### config.mk
export PLATFORM = sky130hd
export DESIGN_NAME = nand_cmd_if
export DESIGN_NICKNAME = d
export VERILOG_FILES = /design/src/rtl/nand_cmd_pkg.sv /design/src/rtl/nand_addr_asm.sv /design/src/rtl/nand_status_reg.sv /design/src/rtl/nand_reply_mux.sv /design/src/rtl/nand_cmd_if.sv
export SDC_FILE = /design/constraint.sdc
export NUM_CORES = 1
export LEC_CHECK = 0
export BUFFER_PORTS_ARGS = -buffer_cell sky130_fd_sc_hd__buf_2
export CAP_MARGIN = 20
export CELL_PAD_IN_SITES_DETAIL_PLACEMENT = 1
export CELL_PAD_IN_SITES_GLOBAL_PLACEMENT = 2
export CORE_ASPECT_RATIO = 1.5
export CORE_MARGIN = 5
export CORE_UTILIZATION = 30
export DETAILED_ROUTE_END_ITERATION = 12
export HOLD_SLACK_MARGIN = 0.15
export MAX_ROUTING_LAYER = met4
export PLACE_DENSITY = 0.81
export SETUP_SLACK_MARGIN = 0.1
export SLEW_MARGIN = 0
export SYNTH_ARGS = -nofsm -noshare
export SYNTH_HDL_FRONTEND = slang
export SYNTH_SLANG_ARGS = --single-unit
export TNS_END_PERCENT = 10
### constraint.sdc
create_clock -name clk -period 3.29 [get_ports clk]
set_clock_uncertainty 0.2 [all_clocks]
set_input_delay 0 -clock clk [delete_from_list [all_inputs] [get_ports clk]]
set_output_delay 0 -clock clk [all_outputs]
set_load 0.005 [all_outputs]
### src/rtl/nand_cmd_pkg.sv
`timescale 1ns/1ps
package nand_cmd_pkg;
  localparam logic [7:0] OP_READ      = 8'h00;
  localparam logic [7:0] OP_READ_HI   = 8'h01;
  localparam logic [7:0] OP_READ_SPR  = 8'h50;
  localparam logic [7:0] OP_READ_GO   = 8'h30;
  localparam logic [7:0] OP_COL_CHG   = 8'h05;
  localparam logic [7:0] OP_COL_GO    = 8'hE0;
  localparam logic [7:0] OP_IDENT     = 8'h90;
  localparam logic [7:0] OP_RESET     = 8'hFF;
  localparam logic [7:0] OP_PROG      = 8'h80;
  localparam logic [7:0] OP_PROG_GO   = 8'h10;
  localparam logic [7:0] OP_ERASE     = 8'h60;
  localparam logic [7:0] OP_ERASE_GO  = 8'hD0;
  localparam logic [7:0] OP_STATUS    = 8'h70;

  localparam logic [7:0] ID_FILLER    = 8'hA5;
  localparam logic [7:0] ID_GEOM_X8   = 8'h15;
  localparam logic [7:0] ID_GEOM_X16  = 8'h55;
  localparam logic [7:0] ID_PLANES    = 8'hC0;

  function automatic logic op_known(input logic [7:0] b);
    return b inside {OP_READ, OP_READ_HI, OP_READ_SPR, OP_READ_GO, OP_COL_CHG,
                     OP_COL_GO, OP_IDENT, OP_RESET, OP_PROG, OP_PROG_GO,
                     OP_ERASE, OP_ERASE_GO, OP_STATUS};
  endfunction
endpackage

### src/rtl/nand_addr_asm.sv
`timescale 1ns/1ps
module nand_addr_asm #(
  parameter int CYC     = 3,
  parameter int COL_CYC = 1,
  localparam int AW     = 8 * CYC,
  localparam int CW     = $clog2(CYC + 1)
) (
  input  logic          clk,
  input  logic          rst_n,
  input  logic          byte_we,
  input  logic [7:0]    din,
  input  logic          clr_cnt,
  input  logic          clr_col,
  output logic [AW-1:0] addr_q,
  output logic [AW-1:0] addr_nx,
  output logic          last
);
  logic [CYC-1:0][7:0] lane_q, lane_d;
  logic [CW-1:0]       cnt_q, cnt_d;

  // one lane per address cycle; column lanes can be cleared
  for (genvar g = 0; g < CYC; g++) begin : g_lane
    if (g < COL_CYC) begin : g_col
      assign lane_d[g] = (byte_we && cnt_q == CW'(g)) ? din :
                         clr_col ? 8'h00 : lane_q[g];
    end else begin : g_row
      assign lane_d[g] = (byte_we && cnt_q == CW'(g)) ? din : lane_q[g];
    end
  end

  always_comb begin
    cnt_d = cnt_q;
    if (clr_cnt)
      cnt_d = '0;
    else if (byte_we && cnt_q < CW'(CYC))
      cnt_d = cnt_q + 1'b1;
  end

  always_ff @(posedge clk or negedge rst_n) begin
    if (!rst_n) begin
      lane_q <= '0;
      cnt_q  <= '0;
    end else begin
      lane_q <= lane_d;
      cnt_q  <= cnt_d;
    end
  end

  assign addr_q  = lane_q;
  assign addr_nx = lane_d;
  assign last    = byte_we && (cnt_q == CW'(CYC - 1));
endmodule

### src/rtl/nand_status_reg.sv
`timescale 1ns/1ps
module nand_status_reg (
  input  logic       clk,
  input  logic       rst_n,
  input  logic       start,
  input  logic       done,
  input  logic       fail,
  input  logic       soft_rst,
  input  logic       wp_n,
  output logic       ready,
  output logic [7:0] status
);
  logic rdy_q, rdy_d, err_q, err_d;

  always_comb begin
    rdy_d = rdy_q;
    err_d = err_q;
    if (soft_rst) begin
      rdy_d = 1'b1;
      err_d = 1'b0;
    end else if (start) begin
      rdy_d = 1'b0;
    end else if (done) begin
      rdy_d = 1'b1;
      err_d = fail;
    end
  end

  always_ff @(posedge clk or negedge rst_n) begin
    if (!rst_n) begin
      rdy_q <= 1'b1;
      err_q <= 1'b0;
    end else begin
      rdy_q <= rdy_d;
      err_q <= err_d;
    end
  end

  assign ready  = rdy_q;
  assign status = {wp_n, rdy_q, 5'b00000, err_q};
endmodule

### src/rtl/nand_reply_mux.sv
`timescale 1ns/1ps
module nand_reply_mux
  import nand_cmd_pkg::*;
#(
  parameter bit         LARGE_PAGE = 1'b0,
  parameter bit         BUS16      = 1'b0,
  parameter logic [7:0] MFR_CODE   = 8'hEC,
  parameter logic [7:0] DEV_CODE   = 8'h73,
  localparam int        ID_LEN     = LARGE_PAGE ? 5 : 3
) (
  input  logic       clk,
  input  logic       rst_n,
  input  logic       ce_n,
  input  logic       cmd_id,
  input  logic       cmd_stat,
  input  logic       id_arm,
  input  logic       clr,
  input  logic       rd_adv,
  input  logic [7:0] status,
  output logic [7:0] dout
);
  logic [7:0] id_tab [5];
  logic       arm_q, arm_d;
  logic [2:0] ptr_q, ptr_d;

  assign id_tab[0] = MFR_CODE;
  assign id_tab[1] = DEV_CODE;
  assign id_tab[2] = ID_FILLER;
  if (LARGE_PAGE) begin : g_lp_id
    assign id_tab[3] = BUS16 ? ID_GEOM_X16 : ID_GEOM_X8;
    assign id_tab[4] = ID_PLANES;
  end else begin : g_sp_id
    assign id_tab[3] = 8'h00;
    assign id_tab[4] = 8'h00;
  end

  always_comb begin
    arm_d = arm_q;
    ptr_d = ptr_q;
    if (clr) begin
      arm_d = 1'b0;
      ptr_d = '0;
    end else if (id_arm) begin
      arm_d = 1'b1;
      ptr_d = '0;
    end else if (rd_adv && cmd_id && arm_q && ptr_q < 3'(ID_LEN)) begin
      ptr_d = ptr_q + 3'd1;
    end
  end

  always_ff @(posedge clk or negedge rst_n) begin
    if (!rst_n) begin
      arm_q <= 1'b0;
      ptr_q <= '0;
    end else begin
      arm_q <= arm_d;
      ptr_q <= ptr_d;
    end
  end

  always_comb begin
    dout = 8'h00;
    if (!ce_n) begin
      if (cmd_stat)
        dout = status;
      else if (cmd_id && arm_q && ptr_q < 3'(ID_LEN))
        dout = id_tab[ptr_q];
    end
  end
endmodule

### src/rtl/nand_cmd_if.sv
`timescale 1ns/1ps
module nand_cmd_if
  import nand_cmd_pkg::*;
#(
  parameter bit         LARGE_PAGE = 1'b0,
  parameter bit         BUS16      = 1'b0,
  parameter int         ADDR_CYC   = 3,
  parameter int         PAGE_BYTES = 512,
  parameter logic [7:0] MFR_CODE   = 8'hEC,
  parameter logic [7:0] DEV_CODE   = 8'h73,
  localparam int        AW         = 8 * ADDR_CYC,
  localparam int        OFS_W      = $clog2(PAGE_BYTES) + 1
) (
  input  logic             clk,
  input  logic             rst_n,
  input  logic             ce_n,
  input  logic             cle,
  input  logic             ale,
  input  logic             wp_n,
  input  logic             we_strobe,
  input  logic             re_strobe,
  input  logic [7:0]       din,
  input  logic             eng_done,
  input  logic             eng_fail,
  output logic [7:0]       dout,
  output logic             ready,
  output logic             rd_start,
  output logic             prog_start,
  output logic             erase_start,
  output logic [AW-1:0]    op_addr,
  output logic [OFS_W-1:0] op_offset
);
  localparam int COL_CYC = LARGE_PAGE ? 2 : 1;
  localparam int ROW_SH  = 8 * COL_CYC;

  logic       cmd_we, adr_we;
  logic [7:0] cmd_q, cmd_d;
  logic       is_read, is_hi, is_spare, is_rd_go, is_col, is_col_go;
  logic       is_id, is_rst, is_prog, is_prog_go, is_erase, is_erase_go, is_stat;
  logic       accept;
  logic       rd_go, prg_go, ers_go, any_go;
  logic [AW-1:0] addr_q, addr_nx;
  logic       addr_last;
  logic [OFS_W-1:0] ofs_q;
  logic [7:0] status_b;
  logic       rd_q, prg_q, ers_q;
  logic [AW-1:0]    op_addr_q, op_addr_d;
  logic [OFS_W-1:0] op_ofs_q, op_ofs_d;

  // bus cycle classification
  assign cmd_we = we_strobe && !ce_n && cle;
  assign adr_we = we_strobe && !ce_n && !cle && ale;

  // opcode decode, dialect gated
  always_comb begin
    is_read     = (din == OP_READ);
    is_hi       = !LARGE_PAGE && (din == OP_READ_HI);
    is_spare    = !LARGE_PAGE && (din == OP_READ_SPR);
    is_rd_go    = LARGE_PAGE && (din == OP_READ_GO) && (cmd_q == OP_READ);
    is_col      = LARGE_PAGE && (din == OP_COL_CHG);
    is_col_go   = LARGE_PAGE && (din == OP_COL_GO) && (cmd_q == OP_COL_CHG);
    is_id       = (din == OP_IDENT);
    is_rst      = (din == OP_RESET);
    is_prog     = (din == OP_PROG);
    is_prog_go  = (din == OP_PROG_GO) && (cmd_q == OP_PROG);
    is_erase    = (din == OP_ERASE);
    is_erase_go = (din == OP_ERASE_GO) && (cmd_q == OP_ERASE);
    is_stat     = (din == OP_STATUS);
  end

  assign accept = cmd_we && (is_read || is_hi || is_spare || is_rd_go || is_col ||
                  is_col_go || is_id || is_rst || is_prog || is_prog_go ||
                  is_erase || is_erase_go || is_stat);

  always_comb begin
    cmd_d = cmd_q;
    if (accept)
      cmd_d = (is_hi || is_spare || is_rst) ? OP_READ : din;
  end

  // start conditions
  if (LARGE_PAGE) begin : g_lp_rd
    assign rd_go = cmd_we && (is_rd_go || is_col_go);
  end else begin : g_sp_rd
    assign rd_go = adr_we && (cmd_q == OP_READ) && addr_last;
  end
  assign prg_go = cmd_we && is_prog_go;
  assign ers_go = cmd_we && is_erase_go;
  assign any_go = rd_go || prg_go || ers_go;

  // read column offset register, small-page dialect only
  if (LARGE_PAGE) begin : g_lp_ofs
    assign ofs_q = '0;
  end else begin : g_sp_ofs
    logic [OFS_W-1:0] ofs_r, ofs_d;
    always_comb begin
      ofs_d = ofs_r;
      if (cmd_we && (is_read || is_rst)) ofs_d = '0;
      else if (cmd_we && is_hi)          ofs_d = OFS_W'(256);
      else if (cmd_we && is_spare)       ofs_d = OFS_W'(PAGE_BYTES);
    end
    always_ff @(posedge clk or negedge rst_n) begin
      if (!rst_n) ofs_r <= '0;
      else        ofs_r <= ofs_d;
    end
    assign ofs_q = ofs_r;
  end

  nand_addr_asm #(.CYC(ADDR_CYC), .COL_CYC(COL_CYC)) u_addr (
    .clk     (clk),
    .rst_n   (rst_n),
    .byte_we (adr_we),
    .din     (din),
    .clr_cnt (accept),
    .clr_col (cmd_we && is_col),
    .addr_q  (addr_q),
    .addr_nx (addr_nx),
    .last    (addr_last)
  );

  nand_status_reg u_stat (
    .clk      (clk),
    .rst_n    (rst_n),
    .start    (any_go),
    .done     (eng_done),
    .fail     (eng_fail),
    .soft_rst (cmd_we && is_rst),
    .wp_n     (wp_n),
    .ready    (ready),
    .status   (status_b)
  );

  nand_reply_mux #(
    .LARGE_PAGE (LARGE_PAGE),
    .BUS16      (BUS16),
    .MFR_CODE   (MFR_CODE),
    .DEV_CODE   (DEV_CODE)
  ) u_reply (
    .clk      (clk),
    .rst_n    (rst_n),
    .ce_n     (ce_n),
    .cmd_id   (cmd_q == OP_IDENT),
    .cmd_stat (cmd_q == OP_STATUS),
    .id_arm   (adr_we && cmd_q == OP_IDENT),
    .clr      (accept),
    .rd_adv   (re_strobe && !ce_n),
    .status   (status_b),
    .dout     (dout)
  );

  // operation descriptor
  always_comb begin
    op_addr_d = op_addr_q;
    op_ofs_d  = op_ofs_q;
    if (ers_go) begin
      op_addr_d = addr_nx << ROW_SH;
      op_ofs_d  = '0;
    end else if (rd_go) begin
      op_addr_d = addr_nx;
      op_ofs_d  = ofs_q;
    end else if (prg_go) begin
      op_addr_d = addr_nx;
      op_ofs_d  = '0;
    end
  end

  always_ff @(posedge clk or negedge rst_n) begin
    if (!rst_n) begin
      cmd_q     <= OP_READ;
      rd_q      <= 1'b0;
      prg_q     <= 1'b0;
      ers_q     <= 1'b0;
      op_addr_q <= '0;
      op_ofs_q  <= '0;
    end else begin
      cmd_q <= cmd_d;
      rd_q  <= rd_go;
      prg_q <= prg_go;
      ers_q <= ers_go;
      if (any_go) begin
        op_addr_q <= op_addr_d;
        op_ofs_q  <= op_ofs_d;
      end
    end
  end

  assign rd_start    = rd_q;
  assign prog_start  = prg_q;
  assign erase_start = ers_q;
  assign op_addr     = op_addr_q;
  assign op_offset   = op_ofs_q;
endmodule

==> metrics.md <==
| Metric | Value |
|---|---|
| Global placement routability congestion | roughly 0.85 |
| EDFF count, synth | 0 |
| CTS tree | built |
| Reg2reg end | u_stat.err_q |
| GRT Resource Usage Total | 0.150 |
| Distinct cells, synth | 53 |
| DR vias/cell | 4.99 |
| Die area | ~14000 um^2 |
| Largest net degree at the start of global routing | 57 |
| Final worst path period share | 0.911 |
| Routed len/inst | 17.3 um |
| Final count of hold timing violations | 0 |
| WP data arrival | 3.01 ns |
| CP Capture Point | cmd_q[6] |
| Post-synth top flop | dfrtp_1 |
| Post-Route WL | 9830 um |
| Max Cap Viol | 0 |
| Leak | between 2 and 2.5 nW |
| Minimum clock period | 3.00 ns |
| Post-synthesis sequential area ratio | 0.505 |
| Setup TNS | 0 ns |
| Max VDD drop | 0.316 mV |
| Max FO, Critical Path | 14 |
| Mapped Cells | about 340 |
| Initial antenna violation count | 0 |
| Post-synth top area share | 0.497 |
| R2R depth | 6 |
| Grt total ovfl | 0 |
| Die extent in y | 143 um |
| Crit start category | primary input |
| TritonRoute pass-1 iters | 4 |
| Clk sinks | 71 |
| Drt drc | 0 |
| Area growth syn-to-layout | 26.0% |
| R2R Path Start | cmd_q[1] |
| Ranking of synthesized cells by area | dfrtp_1 50%, mux2_2 7.7%, nand2_1 3.4% |
| Post-synthesis async set-or-reset flop share | 1.00 |
| Post-Layout Inst Area | ~4400 um^2 |
| I/O Buffers | 55 |
| Status | finished clean |
| Synthesis-stage register bit count | between 70 and 80 |
| Number of global-route vias before repair | approximately 3100 |
| Placed cell area | 3880 um^2 |
| R2R Setup Slk | 0.34 ns |
| Synth area leader | dfrtp_1 |
| Unrepaired setup endpoints after global routing | no |
| Crit Path Category | primary input to flip-flop |
| CP Data Required Time | 3.30 ns |
| Ant diodes | 0 |
| Die W | 98.5 um |
| Power Dens Cells | 570 nW/um^2 |
| Synth Area per Inst | 10.5 um^2 |
| Htree depth | 3 |
| Post-route ant nets | 0 |
| Initial DRC count | 102 |
| Finish-stage setup viols | 0 |
| Initial Util | 0.305 |
| Core area | 11500 um^2 |
| Longest Clk Path Bufs | 2 |
| Worst Setup SP | din[3] |
| Routed vias | 2828 |
| Fraction of final layout cells sized beyond drive strength 1 | 0.266 |
| Clock root cell | clkbuf_16 |
| Synth warn | 0 |
| Later-pin clock latency in the skew report | ~0.34 ns |
| IO Count | 64 |
| Fin nets | 439 |
| Worst-Margin Slew | 0.728 ns |
| CTS Buf Count | 9 |
| Hold/Removal Path Class | primary input to asynchronous set/reset pin |
| Final Slew Violations | 0 |
| F_max | 333 MHz |
| Global-route wire length before repair | 16200 um |
| Clk slew on worst S/H paths | 0.06 ns |
| # rows | 48 |
| Final Core Density | 0.385 |
| Setup crit end kind | flip-flop |
| Post-synthesis instance area | 3520 um^2 |
| Slew headroom | 0.514 |
| Final HPWL DP | between 7000 and 8000 um |
[per-layer routing]
layer / track usage / wire length, um
met4: 0.0669 / 256
met1: 0.162 / 3920
met2: 0.265 / 5220
met5: - / 0
met3: 0.0274 / 424
[final cells by class]
type / instances / area (um^2)
clock inverter: 4 / 45.0
sequential: 71 / 1780
timing repair buffer: 86 / 573
fill: 1332 / 7090
inverter: 21 / 78.8
multi-input combinational: 223 / 1530
clock buffer: 12 / 246
tap: 150 / 188
[through the flow]
step	hold WS, ns	setup WS [ns]	total power, W	instances
3_5_place_dp	-0.272	0.668	0.00157	525
5_1_grt	0.248	0.123	0.00267	567
2_1_floorplan	-0.496	0.781	0.00142	344
4_1_cts	0.182	0.136	0.00256	567
3_3_place_gp	-0.275	0.736	0.00154	525
6_report	0.136	0.291	0.00253	567
[state kept, by name (all words and copies together), names as in the netlist, 2 cells and up]
register / cells
g_sp_ofs.ofs_r: 2
op_offset: 2
u_addr.addr_q: 24
op_addr: 24
u_reply.ptr_q: 3
u_addr.cnt_q: 2
cmd_q: 8
[kinds of logic after synthesis]
family	count (synthesis)	synth area share
and+or+nand+nor	109	0.168
DFF	71	0.505
AOI/OAI and AO/OA	68	0.134
buffers and inverters	50	0.0700
muxes	27	0.0853
adders and majority gates	9	0.0320
xor gates and xnor gates	2	0.00497
other	1	0.00106
[worst max-delay path: stages]
cell and delay [ns]:
dlygate4sd3_1 0.53, buf_2 0.16, or4_1 0.68, nor4_2 0.38
nor2_1 0.09, a221oi_2 0.26, buf_4 0.24, o2bb2ai_1 0.10
dlygate4sd3_1 0.56
[cells in the final DEF, fill, tap and decap left out, types with 3 or more instances in the layout]
master         count
inv_1             20
nor2_1            13
nor2b_1            6
a211oi_1           8
mux2_2            24
clkinv_2           3
a21oi_1           21
dlygate4sd3_1     26
o31ai_1            9
clkbuf_16          9
ha_1               9
o21ai_0            7
buf_2             55
nand3b_1           3
conb_1             8
o221ai_1           8
buf_4              5
and2_1             3
nand2_1           32
dfrtp_1           70
nor3_1            19
nand3_1            3
mux2i_1            3
nand4_1            9
[synth_stat cells (7+ instances only)]
library cell   n
o221ai_1       8
nand4_1        9
buf_4         12
mux2_2        24
a21oi_1       21
nand2_1       32
a211oi_1       8
inv_1         20
o31ai_1        9
o21ai_0        7
ha_1           9
clkbuf_1      11
nor2_1        13
dfrtp_1       70
nor3_1        20
[worst min-delay path by stage]
stage | from | end | slack (ns) | depth (start not counted)
after floorplan | rst_n | cmd_q[0] | -0.50 | 0
after global placement | rst_n | op_addr[11] | -0.27 | 1
after detailed placement | rst_n | op_addr[11] | -0.27 | 1
after CTS | rst_n | op_addr[10] | 0.18 | 3
after global routing | rst_n | op_addr[8] | 0.25 | 3
final | rst_n | op_addr[10] | 0.14 | 3
[what timing repair did]
item                                   CTS  global route
buffers inserted                         0             0
gates resized for setup                  0             1
endpoints found under the hold margin  130             0
setup endpoints to repair                0             1
hold buffers                            26             0
[where the power goes]
part / switching (W) / total, W / internal (W) / leakage (nW)
registers: 0.0000581 / 0.00110 / 0.00104 / 0.936
clock network: 0.000359 / 0.000962 / 0.000604 / 0.146
logic: 0.000268 / 0.000473 / 0.000205 / 0.980
Power figures use the tool's default switching activity.
